===== src/rtl/wp_gate_pkg.sv =====
package wp_gate_pkg;

    localparam int OP_W = 8;

    localparam logic [OP_W-1:0] OP_WREN   = 8'h06;
    localparam logic [OP_W-1:0] OP_WRDI   = 8'h04;
    localparam logic [OP_W-1:0] OP_PP     = 8'h02;
    localparam logic [OP_W-1:0] OP_SE     = 8'h20;
    localparam logic [OP_W-1:0] OP_BE     = 8'hD8;
    localparam logic [OP_W-1:0] OP_CE     = 8'hC7;
    localparam logic [OP_W-1:0] OP_SECWR  = 8'h42;
    localparam logic [OP_W-1:0] OP_WRSR   = 8'h01;
    localparam logic [OP_W-1:0] OP_PDN    = 8'hB9;
    localparam logic [OP_W-1:0] OP_RPD    = 8'hAB;
    localparam logic [OP_W-1:0] OP_RDSR   = 8'h05;
    localparam logic [OP_W-1:0] OP_READ   = 8'h03;

    typedef enum logic [3:0] {
        CLS_ARM,
        CLS_DISARM,
        CLS_MODIFY,
        CLS_SECWR,
        CLS_STWR,
        CLS_SLEEP,
        CLS_WAKE,
        CLS_STRD,
        CLS_READ,
        CLS_OTHER
    } op_class_e;

    typedef struct packed {
        logic take;
        logic set_wel;
        logic clr_wel;
        logic set_pd;
        logic clr_pd;
    } verdict_t;

    function automatic op_class_e classify(input logic [OP_W-1:0] op);
        op_class_e c;
        case (op)
            OP_WREN:                    c = CLS_ARM;
            OP_WRDI:                    c = CLS_DISARM;
            OP_PP, OP_SE, OP_BE, OP_CE: c = CLS_MODIFY;
            OP_SECWR:                   c = CLS_SECWR;
            OP_WRSR:                    c = CLS_STWR;
            OP_PDN:                     c = CLS_SLEEP;
            OP_RPD:                     c = CLS_WAKE;
            OP_RDSR:                    c = CLS_STRD;
            OP_READ:                    c = CLS_READ;
            default:                    c = CLS_OTHER;
        endcase
        return c;
    endfunction

    function automatic logic is_write_class(input op_class_e c);
        return (c == CLS_ARM) || (c == CLS_MODIFY) ||
               (c == CLS_SECWR) || (c == CLS_STWR);
    endfunction

endpackage


===== src/rtl/wp_inhibit_timer.sv =====
module wp_inhibit_timer #(
    parameter int PUW_CYCLES = 64
) (
    input  logic clk,
    input  logic rst,
    input  logic pwr_good,
    output logic inhibit
);
    localparam int CNT_W = $clog2(PUW_CYCLES + 1);

    logic [CNT_W-1:0] remain;

    always_ff @(posedge clk) begin
        if (rst || !pwr_good) begin
            remain <= CNT_W'(PUW_CYCLES);
        end else if (remain != '0) begin
            remain <= remain - CNT_W'(1);
        end
    end

    assign inhibit = (remain != '0);

endmodule


===== src/rtl/wp_decide.sv =====
module wp_decide
    import wp_gate_pkg::*;
(
    input  op_class_e cls,
    input  logic      wel,
    input  logic      pd,
    input  logic      busy,
    input  logic      inhibit,
    input  logic      srp,
    input  logic      wp_n,
    input  logic      prot_hit,
    output verdict_t  verdict
);
    logic sr_locked;

    assign sr_locked = srp && !wp_n;

    always_comb begin
        verdict = '0;
        if (pd) begin
            if (cls == CLS_WAKE) begin
                verdict.take   = 1'b1;
                verdict.clr_pd = 1'b1;
            end
        end else if (busy) begin
            verdict.take = (cls == CLS_STRD);
        end else if (inhibit && is_write_class(cls)) begin
            verdict.take = 1'b0;
        end else begin
            case (cls)
                CLS_ARM: begin
                    verdict.take    = 1'b1;
                    verdict.set_wel = 1'b1;
                end
                CLS_DISARM: begin
                    verdict.take    = 1'b1;
                    verdict.clr_wel = 1'b1;
                end
                CLS_MODIFY: verdict.take = wel && !prot_hit;
                CLS_SECWR:  verdict.take = wel;
                CLS_STWR:   verdict.take = wel && !sr_locked;
                CLS_SLEEP: begin
                    verdict.take   = 1'b1;
                    verdict.set_pd = 1'b1;
                end
                CLS_WAKE, CLS_STRD, CLS_READ: verdict.take = 1'b1;
                default:    verdict.take = 1'b0;
            endcase
        end
    end

endmodule


===== src/rtl/wp_state_regs.sv =====
module wp_state_regs
    import wp_gate_pkg::*;
(
    input  logic     clk,
    input  logic     rst,
    input  logic     pwr_good,
    input  logic     strobe,
    input  verdict_t verdict,
    input  logic     op_done,
    output logic     accept,
    output logic     reject,
    output logic     wel,
    output logic     pd
);
    logic fire;

    assign fire = strobe && verdict.take;

    always_ff @(posedge clk) begin
        if (rst || !pwr_good) begin
            accept <= 1'b0;
            reject <= 1'b0;
            wel    <= 1'b0;
            pd     <= 1'b0;
        end else begin
            accept <= fire;
            reject <= strobe && !verdict.take;
            if (fire && verdict.set_wel) wel <= 1'b1;
            if (fire && verdict.clr_wel) wel <= 1'b0;
            if (op_done)                 wel <= 1'b0;
            if (fire && verdict.set_pd)  pd  <= 1'b1;
            if (fire && verdict.clr_pd)  pd  <= 1'b0;
        end
    end

endmodule


===== src/rtl/wp_gate.sv =====
module wp_gate
    import wp_gate_pkg::*;
#(
    parameter int PUW_CYCLES = 64
) (
    input  logic            clk,
    input  logic            rst,
    input  logic            pwr_good,
    input  logic            cmd_valid,
    input  logic [OP_W-1:0] cmd_op,
    input  logic            wp_n,
    input  logic            srp,
    input  logic            prot_hit,
    input  logic            busy,
    input  logic            op_done,
    output logic            accept,
    output logic            reject,
    output logic            wel,
    output logic            pd_active,
    output logic            inhibit_active
);
    op_class_e cls;
    verdict_t  verdict;

    assign cls = classify(cmd_op);

    wp_inhibit_timer #(
        .PUW_CYCLES(PUW_CYCLES)
    ) u_timer (
        .clk     (clk),
        .rst     (rst),
        .pwr_good(pwr_good),
        .inhibit (inhibit_active)
    );

    wp_decide u_decide (
        .cls     (cls),
        .wel     (wel),
        .pd      (pd_active),
        .busy    (busy),
        .inhibit (inhibit_active),
        .srp     (srp),
        .wp_n    (wp_n),
        .prot_hit(prot_hit),
        .verdict (verdict)
    );

    wp_state_regs u_state (
        .clk     (clk),
        .rst     (rst),
        .pwr_good(pwr_good),
        .strobe  (cmd_valid),
        .verdict (verdict),
        .op_done (op_done),
        .accept  (accept),
        .reject  (reject),
        .wel     (wel),
        .pd      (pd_active)
    );

endmodule


===== config.mk =====
export PLATFORM = sky130hd
export DESIGN_NAME = wp_gate
export DESIGN_NICKNAME = d
export VERILOG_FILES = /design/src/rtl/wp_gate_pkg.sv /design/src/rtl/wp_inhibit_timer.sv /design/src/rtl/wp_decide.sv /design/src/rtl/wp_state_regs.sv /design/src/rtl/wp_gate.sv
export SDC_FILE = /design/constraint.sdc
export NUM_CORES = 1
export LEC_CHECK = 0
export BUFFER_PORTS_ARGS = -buffer_cell sky130_fd_sc_hd__buf_2
export CAP_MARGIN = 20
export CORE_MARGIN = 4
export CORE_UTILIZATION = 40
export CTS_CLUSTER_SIZE = 8
export DETAILED_ROUTE_END_ITERATION = 10
export PLACE_DENSITY = 0.64
export SLEW_MARGIN = 10
export SYNTH_ARGS = -nofsm -noshare
export SYNTH_HDL_FRONTEND = slang
export SYNTH_SLANG_ARGS = --single-unit

===== constraint.sdc =====
create_clock -name clk -period 3.45 [get_ports clk]
set_clock_uncertainty 0.1 [all_clocks]
set_input_delay 0.1725 -clock clk [delete_from_list [all_inputs] [get_ports clk]]
set_output_delay 0.1725 -clock clk [all_outputs]
set_load 0.1 [all_outputs]

[Yosys cells after proc, flatten, opt, wreduce, memory -nomap -nowiden]
Cells that the tools add are included.
W data, S select, Z words.
Storage, ports and cells
  flip-flop bits (word level): 11
  output and inout port bits: 5
  word-level logic and storage cells: 64
Cells by class
  add/subtract/negate cells: 1
  equal/unequal tests: 20
  muxes and demuxes: 13
  reduce and logical (&&, ||, !) cells: 25
Operators with widths (count)
  $pmux W4 S9: 1
  $eq A8 B8 Y1 const B: 4
  $eq A8 B3 Y1 const B: 3
  $eq A4 B3 Y1 const B: 4
  $eq A8 B2 Y1 const B: 2
  $logic_and A1 B1 Y1: 10
  $mux W3: 3
  $eq A4 B2 Y1 const B: 2
  $eq A8 B1 Y1 const B: 1
  $eq A8 B6 Y1 const B: 1
  $eq A8 B7 Y1 const B: 1
  $mux W1: 8
  $reduce_bool A7 Y1: 1
  $sub A7 B1 Y7 const B: 1
  $reduce_or A6 Y1: 1
  $logic_not A1 Y1: 5
  $eq A4 B1 Y1 const B: 1
  $eq A4 B4 Y1 const B: 1
  $logic_not A4 Y1: 1
  $logic_or A1 B1 Y1: 4
  $pmux W1 S4: 1
  $reduce_or A4 Y1: 1
  $reduce_or A3 Y1: 1
  $reduce_or A2 Y1: 1

[Logic depth before layout (Yosys ltp)]
Gate-level depths: netlist (run 1).
  depth in word-level cells: 14
  mapped depth: 8
  gate-level depth less buffers: 8

[Modules after synthesis]
From an unflattened synthesis (run 1), not the netlist that was laid out.
Unflattened totals
  cell total of the unflattened synthesis: 110
  area, all modules: 957.2 µm²
By module, submodules not included
  wp_inhibit_timer: times used 1, cells each 36, area an instance 350.3 µm², seq. area each 140.1 µm²
  wp_gate: times used 1, cells each 38, area an instance 309.0 µm², seq. area each 0.0 µm²
  wp_decide: times used 1, cells each 23, area an instance 156.4 µm², seq. area each 0.0 µm²
  wp_state_regs: times used 1, cells each 13, area an instance 141.4 µm², seq. area each 80.1 µm²

[Worst setup path after synthesis (run 1)]
Ideal clock, no wire load.
  path type: reg-to-reg
  from: register u_timer.remain[0]
  to: register u_timer.remain[3]
  library setup time: 120 ps
  data arrival time: 1967 ps
  setup slack: 1263 ps
  stages on the path, launching flop included: 8
  cell sequence: dfxtp_1 -> inv_1 -> ha_1 -> or4b_4 -> nor3_4 -> inv_1 -> nand2_1 -> nor2_1
Between the ends
  longest elaborated chain between the ends: 1
  elaborated cells on any way between the ends: 2
  classes of those cells: 1 x add/sub; 1 x reduce/logical
RTL lines
  start, declared: line wp_inhibit_timer.sv:11  | logic [CNT_W-1:0] remain;
  start signal, assigned: line wp_inhibit_timer.sv:15  | remain <= CNT_W'(PUW_CYCLES);
  start signal, assigned: line wp_inhibit_timer.sv:17  | remain <= remain - CNT_W'(1);
  $reduce_bool A7 Y1
  via inhibit_active: line wp_gate.sv:20  | output logic inhibit_active
The timed path passes the listed nets, and every way through them passes these cells.
A chain may end at the register's enable or synchronous reset.

[Worst setup path after layout (run 1)]
  from: register u_timer.remain[0]
  to: output port inhibit_active
Between the ends
  longest elaborated chain between the ends: 1
RTL lines
  $reduce_bool A7 Y1: line wp_inhibit_timer.sv:21  | assign inhibit = (remain != '0);
  end, declared: line wp_gate.sv:20
Every way passes these cells.

==> summary by stage, run 1 <==
Global routing
For this run, global-route usage on met2 was measured as 26.2%. The overall routing resource usage is 14.4%. The overall overflow remaining after global route is 0. The first global-routing pass estimated 3.67 mm of wire. The initial antenna violation count is 0.

The global routing stage identified its most utilized layer as met2. Entering global routing, the biggest net connects 15 pins. The met1 usage in global routing is 16.0%. The number of global-route vias before repair is 877. In the global route stage, met3 resource usage came out at 3.26%.

Setup path
The critical path capture point type is an output port. STA classifies the critical path startpoint as a register. In this run the critical register-to-register path is launched from u_timer.remain[0].

In this run the worst path has a maximum fanout of 5. Data arrives at the worst endpoint at 2020 ps. The data required time at the worst endpoint is 3180 ps. The critical-path cell with the highest stage delay is sky130_fd_sc_hd__or4b_4.

The endpoint of the lowest-slack register-to-register path is u_state.reject. Traced cell by cell, the critical path runs through inv_1 -> ha_1 -> or4b_4 -> nor3_4 -> inv_1 -> buf_2. Counting stages on the worst path, the most repeated cell is sky130_fd_sc_hd__inv_1.

The number of cells on the worst reg-to-reg path is 8. On the worst path, the slowest cell contributes a delay of 500 ps. Setup slack on the worst reg-to-reg path comes out at 1400 ps. The critical path class is register to output port.

Final layout
Summing all multi-input logic gate instances after layout gives 651 um^2. The synthesis-to-finish area growth is 16.5%. At the end of the flow the core is filled with cells to 51.5%.

The library cells used most frequently in the layout, excluding fill and tap cells, are sky130_fd_sc_hd__buf_2, sky130_fd_sc_hd__nor2_1, sky130_fd_sc_hd__dfxtp_1, sky130_fd_sc_hd__nand2_1, sky130_fd_sc_hd__o21ai_0. The number of filler instances in the final layout is 229. The number of antenna diodes in the final layout is 0. The final layout net count is 153. The fraction of layout instances using a drive strength above 1 is 27.6%.

The register cell area after layout is 220 um^2. The leading cell type in the layout, fill and taps excluded is sky130_fd_sc_hd__buf_2.

Drt
The final layout contains routed wiring with a total length of 2.10 mm. The remaining routing DRC violations is 0. The first TritonRoute pass finished after 4 iterations. The count of nets left with antenna violations after detail routing is 0.

The DRC marker count from the first detailed-route iteration is 12. The final routed wire length divided by cell count is 13.0 um. The ratio of routed vias to standard cells is 5.59. Across all layers, the routed design uses 900 vias.

Power
Total power for the finished layout comes to 0.324 mW. For this design the ratio of total power to cell area is 308 nW/um^2. Across the VDD grid, the largest voltage drop is 0.000151 V.

For this design the static power due to leakage is 0.440 nW.

Placed design
Port buffering added 21 buffers. The HPWL after detailed placement is 1.68 mm. The final weighted congestion in routability-driven placement is 0.836.

Clock network
The number of levels in the clock H-tree is 1. TritonCTS built the clock tree. The number of gates resized after CTS was 0.

The number of buffers added by the clock tree synthesis step is 3. The number of setup buffers added after CTS is 0. The clock net sink count is 11. For the worst-skew pair, the clock arrives at the later sink with an insertion delay of 270 ps. After clock tree synthesis, the clock-pin slew on the worst setup and hold paths is 70 ps. The post-cts hold buffer count is 0. The cell at the root of the clock tree is sky130_fd_sc_hd__clkbuf_4. The maximum root-to-sink buffer count is 2.

Floorplanning
The overall die area is 3080 um^2. The initial utilization of the core area, before any placement, comes to 44.2%. The floorplan core area is 2040 um^2. The number of placement rows is 16. The die height is 55.5 um. The overall die width is 55.5 um.

22 I/O pins were placed.

Timing
The max-slew violation count is 0. Setup violations remaining at the end of the flow were counted as 0. Dividing the final minimum period by the clock period gives 66.4%. The shortest clock period the worst path allows after layout is 2290 ps. The highest clock rate is 436 MHz. Adding up every negative setup slack in the final design gives 0 ps. The actual slew at the worst max-slew pin is 550 ps.

Hold is met by 50.9 ps. In this run the tightest slew margin relative to its limit is 63.0%. Setup repair after global routing left no endpoint under its margin. The final count of hold timing violations is 0.

Yosys
Sequential cells were found to cover 24.4% of the synthesized design area. The commonest register cell after synthesis is sky130_fd_sc_hd__dfxtp_1. The synthesized design contains 11 register bits. The share of flip-flops with an asynchronous set or reset after synthesis is 0%.

For this run, the number of Yosys warnings is 0. The number of distinct library cell variants in the gate-level netlist after synthesis is 47. The number of nets in the synthesized netlist is 129. The post-synth design cell area is 902 um^2. The per-instance average area after synthesis is 8.13 um^2.

The number of cells produced by synthesis is 111. In this run, synthesis inferred 0 flip-flops with an integrated enable.

Min path
The worst hold path begins at op_done. Counting instances, the worst hold path has a depth of 3. The path with the worst hold slack has its endpoint at u_state.wel.

The class of the tightest hold or removal check is primary input to register.

Outcome
The flow ran to the end, and the final reports show no timing, DRC or antenna violations.

Job
The count of maximum capacitance violations is 0.
==> state kept, by name, indices dropped and copies added, names as in the netlist <==
| register | count |
|---|---|
| u_state.reject | 1 |
| u_state.pd | 1 |
| u_timer.remain | 7 |
| u_state.wel | 1 |
| u_state.accept | 1 |
==> logic make-up after synthesis <==
logic type,synth area share [%]
mux,1.11
xor+xnor,5.83
compound gates,17.8
fa+ha+maj,1.39
buf+inv,3.47
flops,24.4
simple gates,46.0
==> worst max-delay path by stage <==
stage / startpoint / end / slack (ps) / cells past startpoint
after floorplan: u_timer.remain[0] / u_timer.remain[3] / 1260 / 7
after global placement: u_timer.remain[0] / u_state.reject / 1450 / 8
after detailed placement: u_timer.remain[0] / u_state.reject / 1370 / 8
after CTS: u_timer.remain[0] / inhibit_active / 1120 / 6
after global routing: u_timer.remain[0] / inhibit_active / 1040 / 6
final: u_timer.remain[0] / inhibit_active / 1160 / 6
==> power by group <==
group	internal, mW	switching, mW	total [mW]
clock	0.0448	0.0446	0.0893
sequential	0.135	0.00771	0.143
combinational	0.0385	0.0527	0.0912
total	0.219	0.105	0.324
==> synthesized netlist by cell type, types with 3 or more instances <==
| cell type | instances | area [um^2] |
|---|---|---|
| sky130_fd_sc_hd__xnor2_1 | 4 | 35.0 |
| sky130_fd_sc_hd__nand3b_1 | 6 | 45.0 |
| sky130_fd_sc_hd__nand2b_1 | 5 | 31.3 |
| sky130_fd_sc_hd__inv_1 | 4 | 15.0 |
| sky130_fd_sc_hd__nor3_1 | 7 | 35.0 |
| sky130_fd_sc_hd__nand2_1 | 8 | 30.0 |
| sky130_fd_sc_hd__dfxtp_1 | 11 | 220 |
| sky130_fd_sc_hd__o21ai_0 | 8 | 40.0 |
| sky130_fd_sc_hd__nor3b_1 | 3 | 22.5 |
| sky130_fd_sc_hd__nor2_1 | 11 | 41.3 |
| sky130_fd_sc_hd__a21oi_1 | 3 | 15.0 |
==> routing by layer <==
| layer | vias to the layer above | wire (um) |
|---|---|---|
| li1 | 461 | - |
| met1 | 421 | 904 |
| met2 | 18 | 1120 |
| met3 | 0 | 67 |
| met4 | 0 | 0 |
| met5 | - | 0 |
==> worst max-delay path: cells and delay by family, from the launching register on <==
family                     cells  cell delay [ps]
buffers and inverters          3              530
DFF                            1              310
adders and majority gates      1              180
and+or+nand+nor                2              730
==> stage by stage <==
stage | instances | cell area [um^2] | worst slack, ps
floorplan | 111 | 902 | 1260
global placement | 157 | 1020 | 1450
detailed placement | 157 | 1020 | 1370
CTS | 161 | 1050 | 1120
global route | 161 | 1050 | 1040
finish | 161 | 1050 | 1160
==> final cells by class <==
type                            instances  share of cell area, %
Sequential cell                        11                   21.0
Inverter                                4                   1.43
Multi-Input combinational cell         94                   61.9
Clock buffer                            4                   2.50
Tap cell                               27                   3.21
Timing Repair Buffer                   21                   10.0
(Power assumes the default switching activity.)
==> run 2: changes to the inputs <==
==> constraint.sdc (replaced) <==
create_clock -name clk -period 2.2 [get_ports clk]
set_clock_uncertainty 0.1 [all_clocks]
set_input_delay 0.11 -clock clk [delete_from_list [all_inputs] [get_ports clk]]
set_output_delay 0.11 -clock clk [all_outputs]
set_load 0.1 [all_outputs]
==> run 2 against run 1 <==
Against the previous run: final area grew 5.7%; clock power is 58% higher; critical path depth is 3 higher; register-to-register slack got worse by 1300 ps; first-iteration DRC count shrank 42%; combinational power up 74%; via count grew 1.3%; non-clock buffer count rose by 5; sequential share of layout area shrank 1.0 points; die area unchanged; largest power group unchanged; highest routed layer is now met4.
==> summary by stage, run 2 (synthesis gave the netlist of run 1 again) <==
Outcome
Result of the run: completed (unchanged).

Drt
The ratio of routed vias to standard cells was 5.49 (was 5.59). The remaining routing DRC violations is 0 (unchanged). The count of nets left with antenna violations after detail routing came to 0 (unchanged).

The routed via count is 912 (was 900). The post-detailed-routing wire length was 2.18 mm (was 2.10 mm). The first-pass iteration count of the detailed router is 4 (unchanged).

The DRC marker count from the first detailed-route iteration is 7 (was 12). The final routed wire length divided by cell count is 13.1 um (was 13.0 um).

Clock network
The number of levels in the clock H-tree is 1 (unchanged). The cell at the root of the clock tree is sky130_fd_sc_hd__clkbuf_4 (unchanged). The clock tree from TritonCTS is done (unchanged). The later-pin clock latency in the skew report is 270 ps (about the same). The clock transition time at the flip-flop clock pins of the worst setup and hold paths is 70 ps (about the same). The maximum root-to-sink buffer count is 2 (unchanged). The number of buffers added by the clock tree synthesis step came to 3 (unchanged).

The clock net sink count was 11 (unchanged).

Final layout
Commonest cells after routing, fill and taps aside: sky130_fd_sc_hd__buf_2, sky130_fd_sc_hd__nor2_1, sky130_fd_sc_hd__dfxtp_1, sky130_fd_sc_hd__nand2_1, sky130_fd_sc_hd__o21ai_0 (unchanged). The fraction of layout instances using a drive strength above 1 is 32.4% (was 27.6%). The largest register by flop count was u_timer.remain (unchanged). The antenna diode count is 0 (unchanged).

The register cell area after layout is 221 um^2 (was 220 um^2). The flip-flop count of the largest register after layout is 7 (unchanged). The leading cell type in the layout, fill and taps excluded was sky130_fd_sc_hd__buf_2 (unchanged). The synthesis-to-finish area growth is 23.2% (was 16.5%). The final layout net count came to 158 (was 153). The multi-input gate area in the final layout is 663 um^2 (was 651 um^2). The number of filler instances in the final layout is 224 (was 229).

Min path
The class of the tightest hold or removal check is primary input to register (unchanged). The worst min-delay path startpoint is cmd_valid (was op_done).

Floorplanning
The starting density of the core was 44.2% (unchanged). The count of pins on the block boundary is 22 (unchanged). The number of placement rows is 16 (unchanged). The overall die width came to 55.5 um (unchanged). The floorplan core area is 2040 um^2 (unchanged). The die height is 55.5 um (unchanged).

The overall die area is 3080 um^2 (unchanged).

Placed design
The final weighted congestion in routability-driven placement is 0.861 (was 0.836). The half-perimeter wire length after placement is 1.67 mm (was 1.68 mm). The number of buffer cells added on primary ports is 21 (unchanged). The pre-CTS worst setup slack is 128 ps (was 1370 ps).

Global routing
The initial antenna violation count was 0 (unchanged). The number of global-route vias before repair is 909 (was 877). The maximum number of pins on one net before global-route repair is 15 (unchanged). The overall overflow remaining after global route is 0 (unchanged).

The wire length of the first global-routing pass is 3.75 mm (was 3.67 mm). The overall routing resource usage came to 14.5% (was 14.4%).

Power
The cell leakage power was 0.469 nW (was 0.440 nW). The total design power is 0.526 mW (was 0.324 mW). The power density over cell area is 473 nW/um^2 (was 308 nW/um^2). The largest voltage drop on the vdd net came to 0.000279 V (was 0.000151 V).

Timing
Static timing analysis puts the maximum clock frequency at 482 MHz. The max-slew violation count is 0 (unchanged). The worst slew margin relative to its limit is 67.5% (was 63.0%). The final worst-path setup slack is 124 ps (was 1160 ps). Subtracting the final worst setup slack from the clock period gives 2080 ps. The actual slew at the worst max-slew pin was 484 ps (was 550 ps). The number of failing setup endpoints in the final timing report was 0 (unchanged).

The final count of hold timing violations is 0 (unchanged). The worst hold slack is 55.8 ps (was 50.9 ps). The post-route clock period utilization is 94.4%.

Setup path
Sequence of cells on the critical path: inv_2 -> ha_4 -> or4b_4 -> nor3_4 -> buf_6 -> nor2_1 -> o32ai_2 -> a22o_2 -> o22ai_1 (was inv_1 -> ha_1 -> or4b_4 -> nor3_4 -> inv_1 -> buf_2). The delay of the slowest cell on the worst path is 490 ps (was 500 ps). The kind of cell with the highest combined delay on the critical path was simple AND/OR/NAND/NOR gates (unchanged). The buffers plus inverters on the worst setup path is 2 (was 3). The maximum fanout along the worst path came to 3 (was 5). The launching element of the worst setup path is u_timer.remain[0] (unchanged). The critical register-to-register path startpoint was u_timer.remain[0] (unchanged).

The critical path class is register to register (was register to output port). The element type at the critical path start is a register (unchanged). The data required time at the worst endpoint is 2260 ps (was 3180 ps).

The critical path capture point type is a register (was output port). The arrival time at the worst endpoint is 2130 ps (was 2020 ps). The critical-path cell with the highest stage delay is sky130_fd_sc_hd__or4b_4 (unchanged).

Job
The count of maximum capacitance violations is 0 (unchanged).
[run 2: worst paths after layout]
path / endpoint / cells past startpoint / slack (ps)
setup reg to reg: u_state.reject / 9 / 120
hold reg to reg: u_timer.remain[4] / 2 / 400
hold / removal: u_state.reject / 3 / 60
setup / recovery: u_state.reject / 9 / 120
[run 2: per-stage QoR]
step           area [um^2]  std cells  TNS, ps  utilization, %
2_1_floorplan          902        111        0               -
3_3_place_gp          1020        157        0            50.2
3_5_place_dp          1020        157        0            50.2
4_1_cts               1080        164        0            52.8
5_1_grt               1110        166    -12.2            54.4
6_report              1110        166        0            54.4
[run 2: repair_timing]
| item | in CTS | in global routing |
|---|---|---|
| setup buffers | 2 | 2 |
| hold endpoints to repair | 1 | 0 |
| hold buffers | 1 | 0 |
| gates resized for setup | 1 | 6 |
| cloned | 0 | 0 |
| pin swaps | 1 | 3 |
| endpoints found under the setup margin | 1 | 3 |
[run 2: area by class of cell]
type | instances | share of cell area [%]
flip-flops and latches | 11 | 19.9
well taps | 27 | 3.04
inverters | 4 | 1.35
clock buffers | 4 | 2.36
multi-input cells | 94 | 59.7
repair buffers | 26 | 13.6
[run 2: power by group]
group	leakage [nW]	switching (mW)	total (mW)	internal, mW
sequential	0.0904	0.0126	0.225	0.213
clock	0.0150	0.0713	0.141	0.0702
combinational	0.364	0.0883	0.159	0.0707
total	0.469	0.172	0.526	0.353
[run 2: routing by layer]
metal / part of all wire, % / track usage, % / wire length (um) / vias up
met3: 2.4 / 2.56 / 53 / 2
met1: 41 / 15.8 / 884 / 426
met4: 0.78 / 5.90 / 17 / 0
li1: - / - / - / 472
met5: 0 / 0 / 0 / -
met2: 56 / 27.0 / 1220 / 12
[run 2: worst register-to-register path, cell delays in order, from the launching register on]
cell	delay [ps]
sky130_fd_sc_hd__dfxtp_2	330
sky130_fd_sc_hd__inv_2	80
sky130_fd_sc_hd__ha_4	140
sky130_fd_sc_hd__or4b_4	490
sky130_fd_sc_hd__nor3_4	180
sky130_fd_sc_hd__buf_6	120
sky130_fd_sc_hd__nor2_1	40
sky130_fd_sc_hd__o32ai_2	240
sky130_fd_sc_hd__a22o_2	170
sky130_fd_sc_hd__o22ai_1	70
